[config.mk]
export PLATFORM = sky130hd
export DESIGN_NAME = wavegen_dac_core
export DESIGN_NICKNAME = d
export VERILOG_FILES = /design/src/rtl/wg_pkg.sv /design/src/rtl/wg_ctrl.sv /design/src/rtl/wg_datapath.sv /design/src/rtl/wavegen_dac_core.sv
export SDC_FILE = /design/constraint.sdc
export NUM_CORES = 1
export LEC_CHECK = 0
export BUFFER_PORTS_ARGS = -buffer_cell sky130_fd_sc_hd__clkbuf_2
export CORE_MARGIN = 1
export CORE_UTILIZATION = 50
export DETAILED_ROUTE_END_ITERATION = 10
export GPL_TIMING_DRIVEN = 0
export PLACE_DENSITY = 0.72
export SLEW_MARGIN = 0
export SYNTH_ARGS = -nofsm -noshare
export SYNTH_HDL_FRONTEND = slang
export SYNTH_SLANG_ARGS = --single-unit
export TNS_END_PERCENT = 100
[constraint.sdc]
create_clock -name clk -period 8.4 [get_ports clk]
set_input_delay 0.42 -clock clk [delete_from_list [all_inputs] [get_ports clk]]
set_output_delay 0.42 -clock clk [all_outputs]
set_load 0.01 [all_outputs]
[src/rtl/wg_pkg.sv]
`timescale 1ns/1ps
package wg_pkg;
  // edges between an accepted trigger and the output update
  localparam int XFER_LAT = 3;

  typedef struct packed {
    logic capture;  // latch sum, step generator
    logic load;     // move latched sum into the output register
  } wgStrobe_t;
endpackage

[src/rtl/wg_ctrl.sv]
`timescale 1ns/1ps
module wg_ctrl
  import wg_pkg::*;
#(
  parameter int NSRC = 8,
  localparam int SELW = $clog2(NSRC),
  localparam int CNTW = $clog2(XFER_LAT + 1)
) (
  input  logic            clk,
  input  logic            rst_n,
  input  logic [NSRC-1:0] trigLines,
  input  logic            trigEn,
  input  logic [SELW-1:0] trigSel,
  output wgStrobe_t       strobe,
  output logic            overrun
);
  logic [CNTW-1:0] cntQ;
  logic trigHit, busy;

  assign trigHit        = trigEn && trigLines[trigSel];
  assign busy           = (cntQ != '0);
  assign strobe.capture = trigHit && !busy;
  assign strobe.load    = (cntQ == CNTW'(1));

  always_ff @(posedge clk) begin
    if (!rst_n) begin
      cntQ    <= '0;
      overrun <= 1'b0;
    end else begin
      overrun <= trigHit && busy;
      if (strobe.capture) cntQ <= CNTW'(XFER_LAT);
      else if (busy)      cntQ <= cntQ - CNTW'(1);
    end
  end

  p_load_lat_r4: assert property (@(posedge clk) disable iff (!rst_n)
    strobe.capture |-> ##3 strobe.load);

  p_disabled_quiet_r2: assert property (@(posedge clk) disable iff (!rst_n)
    !trigEn |-> !strobe.capture);

  p_no_load_twice_r10: assert property (@(posedge clk) disable iff (!rst_n)
    strobe.load |=> !strobe.load);
endmodule

[src/rtl/wg_datapath.sv]
`timescale 1ns/1ps
module wg_datapath
  import wg_pkg::*;
#(
  parameter int          DW         = 12,
  parameter logic [DW-1:0] LFSR_TAPS = 12'h829,
  parameter logic [DW-1:0] LFSR_SEED = 12'hA5B
) (
  input  logic          clk,
  input  logic          rst_n,
  input  wgStrobe_t     strobe,
  input  logic [DW-1:0] holdData,
  input  logic [1:0]    waveMode,
  input  logic [3:0]    ampCode,
  output logic [DW-1:0] dataOut
);
  logic [DW-1:0] lfsrQ, triQ, sumQ, mask, waveTerm, sumSat;
  logic [DW:0]   sumFull;
  logic          triUp, isNoise, isTri;

  assign isNoise = (waveMode == 2'b01);
  assign isTri   = waveMode[1];

  always_comb begin
    for (int i = 0; i < DW; i++) mask[i] = (i <= int'(ampCode));
  end

  always_comb begin
    if (isTri)        waveTerm = triQ;
    else if (isNoise) waveTerm = lfsrQ & mask;
    else              waveTerm = '0;
  end

  assign sumFull = {1'b0, holdData} + {1'b0, waveTerm};
  assign sumSat  = sumFull[DW] ? '1 : sumFull[DW-1:0];

  always_ff @(posedge clk) begin
    if (!rst_n) begin
      lfsrQ   <= LFSR_SEED;
      triQ    <= '0;
      triUp   <= 1'b1;
      sumQ    <= '0;
      dataOut <= '0;
    end else begin
      if (strobe.capture) begin
        sumQ <= sumSat;
        if (isNoise) lfsrQ <= {lfsrQ[DW-2:0], ^(lfsrQ & LFSR_TAPS)};
        if (isTri) begin
          if (triUp) begin
            if (triQ >= mask) begin
              triUp <= 1'b0;
              triQ  <= triQ - 1'b1;
            end else begin
              triQ  <= triQ + 1'b1;
            end
          end else begin
            if (triQ == '0) begin
              triUp <= 1'b1;
              triQ  <= triQ + 1'b1;
            end else begin
              triQ  <= triQ - 1'b1;
            end
          end
        end
      end
      if (strobe.load) dataOut <= sumQ;
    end
  end

  p_out_stable_r4: assert property (@(posedge clk) disable iff (!rst_n)
    !strobe.load |=> $stable(dataOut));

  p_lfsr_live_r6: assert property (@(posedge clk) disable iff (!rst_n)
    lfsrQ != '0);

  p_hold_copy_r5: assert property (@(posedge clk) disable iff (!rst_n)
    (strobe.capture && waveMode == 2'b00) |=> sumQ == $past(holdData));

  p_tri_turn_r7: assert property (@(posedge clk) disable iff (!rst_n)
    (strobe.capture && isTri && !triUp && triQ == '0) |=> triUp);
endmodule

[src/rtl/wavegen_dac_core.sv]
`timescale 1ns/1ps
module wavegen_dac_core
  import wg_pkg::*;
#(
  parameter int NCH  = 2,
  parameter int DW   = 12,
  parameter int NSRC = 8,
  localparam int SELW = $clog2(NSRC)
) (
  input  logic                clk,
  input  logic                rst_n,
  input  logic [NSRC-1:0]     trigLines,
  input  logic [NCH-1:0]      trigEn,
  input  logic [NCH*SELW-1:0] trigSel,
  input  logic [NCH*2-1:0]    waveMode,
  input  logic [NCH*4-1:0]    ampCode,
  input  logic [NCH*DW-1:0]   holdData,
  output logic [NCH*DW-1:0]   dataOut,
  output logic [NCH-1:0]      overrun
);
  for (genvar ch = 0; ch < NCH; ch++) begin : g_chan
    wgStrobe_t strb;

    wg_ctrl #(.NSRC(NSRC)) u_ctrl (
      .clk      (clk),
      .rst_n    (rst_n),
      .trigLines(trigLines),
      .trigEn   (trigEn[ch]),
      .trigSel  (trigSel[ch*SELW +: SELW]),
      .strobe   (strb),
      .overrun  (overrun[ch])
    );

    wg_datapath #(.DW(DW)) u_dp (
      .clk     (clk),
      .rst_n   (rst_n),
      .strobe  (strb),
      .holdData(holdData[ch*DW +: DW]),
      .waveMode(waveMode[ch*2 +: 2]),
      .ampCode (ampCode[ch*4 +: 4]),
      .dataOut (dataOut[ch*DW +: DW])
    );
  end
endmodule

==> results.py <==
metrics = {
    "setup_path": {
        "critPathKind": "in2reg",
        "cp.arrival_ns": 4.07,
        "critPathLaunchType": "input port",
        "required_ns": 8.65,
        "worst_setup_path_end_kind": "register",
        "cp_max_fo": 10,
    },
    "grt": {
        "grt_max_degree": 19,
        "grt_pass1_vias": 5204,
        "antenna_found_initial": 0,
        "gr-total-overflow": 0,
        "grt_pass1_wl_mm": 25.9,
        "gr-usage-all-layers": 0.232,
    },
    "synth": {
        "seq_area_frac_synth": 0.312,
        "post-synth-top-count-cell": "nand2_1",
        "ys_async_sr_fraction": 0,
        "synthFlopType": "dfxtp_1",
        "netlist.top_cell.by_area": "dfxtp_1",
        "ys_warn_count": 0,
        "synthTopCellsByArea": "dfxtp_1 31%, ha_1 10%, nand2_1 6.2%",
        "synth_top_cell_area_share": 0.312,
        "synth_edf_count": 0,
        "yosys-top-cells-count": "110 x nand2_1, 104 x dfxtp_1, 56 x ha_1, 56 x nor2_1, 43 x a21oi_1",
        "syn_inst": 796,
        "ys_ff_latch": 104,
        "synthDistinctLibCells": 65,
        "synth_fp_nets": 908,
        "syn_avg_cell_area_sq_um": 8.38,
        "syn_area_sq_um": 6670,
    },
    "drt": {
        "ant_nets": 0,
        "dr.first_iter.drc_count": 510,
        "routedWlPerCell_um": 15.0,
        "totalWireLength_mm": 15.9,
        "drt_pre_antenna_iters": 5,
        "viasPerCell": 5.60,
        "vias": 5929,
        "drc": 0,
    },
    "power": {
        "switching_share": 0.313,
        "powerDensity_nw_per_um2": 179,
        "pwr-share-clk": 0.322,
        "p_leak_nw": 3.22,
        "switchingPower_mw": 0.423,
        "peakVddDrop_mv": 0.104,
        "internal_power_mw": 0.928,
        "power.share.combinational": 0.251,
        "pwr-share-seq": 0.428,
    },
    "die": {
        "die_area_sq_um": 13800,
        "rows": 41,
        "die_h_um": 118,
        "ioPinCount": 80,
        "core_area_sq_um": 12800,
        "start_util": 0.520,
        "fp.dieW_um": 118,
    },
    "clocking": {
        "clockRootBuffer": "clkbuf_16",
        "clk_pin_slew_ns": 0.07,
        "cts_resized": 0,
        "post_cts_buffers": 0,
        "cts_max_level": 3,
        "numClockSinks": 104,
        "hold_buffers": 0,
        "cts_tree": "yes",
        "clkLatencyLatePin_ns": 0.36,
        "cts_max_path_buffers": 2,
        "cts_buffers": 9,
    },
    "layout": {
        "area_growth_pct": 13.4,
        "num-nets-final": 994,
        "layout-drive-gt1-share": 0.162,
        "num_antenna_cells": 0,
        "final_area_sq_um": 7570,
    },
    "timing": {
        "rsz0062_at_grt": "false",
        "worstMarginPinSlew_ns": 0.771,
        "max_freq_mhz": 262,
        "skew_ns": 0.0108,
        "fin_crit_sh": 0.455,
        "slew_viol_final": 0,
        "fin_crit_ns": 3.82,
        "setup_tns_ns": 0,
        "setup_viol": 0,
        "relSlewSlack": 0.486,
        "hold_viol_final": 0,
    },
    "status": {
        "status": "completed",
    },
    "placed_design": {
        "dp_hpwl_mm": 12.4,
        "place_area_sq_um": 7260,
        "place_congestion": 0.882,
        "io_buffers": 75,
    },
    "flow_run": {
        "cap_violations": 0,
    },
    "hold_path": {
        "holdCritPathClass": "in2reg",
    },
}
-- flip-flops by register name (all words and copies together) (netlist names) --
name,cells
g_chan.u_ctrl.overrun,2
g_chan.u_dp.sumQ,24
g_chan.u_ctrl.cntQ,4
g_chan.u_dp.lfsrQ,24
g_chan.u_dp.triQ,24
g_chan.u_dp.dataOut,24
g_chan.u_dp.triUp,2
-- power groups by stage --
stage | logic [mW] | clock network, mW | registers, mW
floorplan | 0.251 | 0 | 0.584
global placement | 0.332 | 0 | 0.588
detailed placement | 0.338 | 0 | 0.589
CTS | 0.339 | 0.441 | 0.578
global route | 0.379 | 0.461 | 0.584
finish | 0.339 | 0.434 | 0.578
-- logic make-up (layout without fill, tap and decap cells) --
family,after synthesis,in the layout,share of synthesized area
buf+inv,75,166,0.0459
simple gates,309,309,0.231
mux,46,46,0.0767
fa+ha+maj,58,58,0.111
compound gates,173,173,0.183
flops,104,104,0.312
xor+xnor,31,31,0.0407
-- metrics by stage --
step / hold WS (ns) / setup WS (ns) / util / total power, mW / instances
global placement: 0.463 / 4.28 / 0.566 / 0.920 / 1043
floorplan: 0.445 / 5.09 / - / 0.835 / 796
global route: 0.383 / 4.25 / 0.590 / 1.42 / 1059
finish: 0.351 / 4.58 / 0.590 / 1.35 / 1059
detailed placement: 0.462 / 4.27 / 0.566 / 0.927 / 1043
CTS: 0.346 / 4.63 / 0.590 / 1.36 / 1059
-- critical path, cell delays in order --
cell	delay [ns]
clkbuf_2	0.16
clkbuf_1	0.40
clkbuf_1	0.40
o21ai_0	0.26
ha_1	0.27
inv_1	0.07
fa_1	0.21
nor2b_1	0.07
o31a_1	0.27
o221a_2	0.27
o41ai_1	0.43
o21ba_2	0.20
o21ai_0	0.09
clkbuf_1	0.25
o221a_2	0.29
-- cell usage in the layout (no fill, tap or decap), drive strengths merged, types with 7 or more instances in the layout --
cell      n
mux2i    41
a21oi    43
o221a    23
nand2b   10
nand3    31
inv      33
or3      15
clkbuf  117
nand2   110
buf      12
o31ai    26
nor2     56
nor3     29
o21a     10
ha       56
and3     12
and2      7
dfxtp   104
xnor2    26
o21ai    34
-- routing by layer --
metal  routed length [um]  part of all wire  global-route usage  vias to the layer above
met5                    0                 0                   0                        -
met4                  292             0.018              0.0833                        0
met3                  672             0.042              0.0271                       19
met2                 6790              0.43               0.345                      144
met1                 8170              0.51               0.341                     2712
li1                     -                 -                   -                     3054
-- cell type report --
cell class,instances,area (sq um)
Inverter,30,113
Clock inverter,7,77.6
Timing Repair Buffer,75,375
Buffer,45,194
Tap cell,172,215
Fill cell,1187,5260
Multi-Input combinational cell,617,4290
Sequential cell,104,2080
Clock buffer,9,225
-- path summary, 6_finish.rpt --
check                                        startpoint                       end  slack (ns)  cells after the start
worst min-delay path                          trigEn[1]  g_chan[1].u_ctrl.overrun        0.35                      3
worst max register to register  g_chan[0].u_dp.lfsrQ[0]    g_chan[0].u_dp.sumQ[6]        5.14                     13
worst max-delay path                        waveMode[1]    g_chan[0].u_dp.sumQ[6]        4.58                     15
worst min register to register  g_chan[1].u_dp.lfsrQ[1]   g_chan[1].u_dp.lfsrQ[2]        0.48                      2
Power figures use the tool's default switching activity.
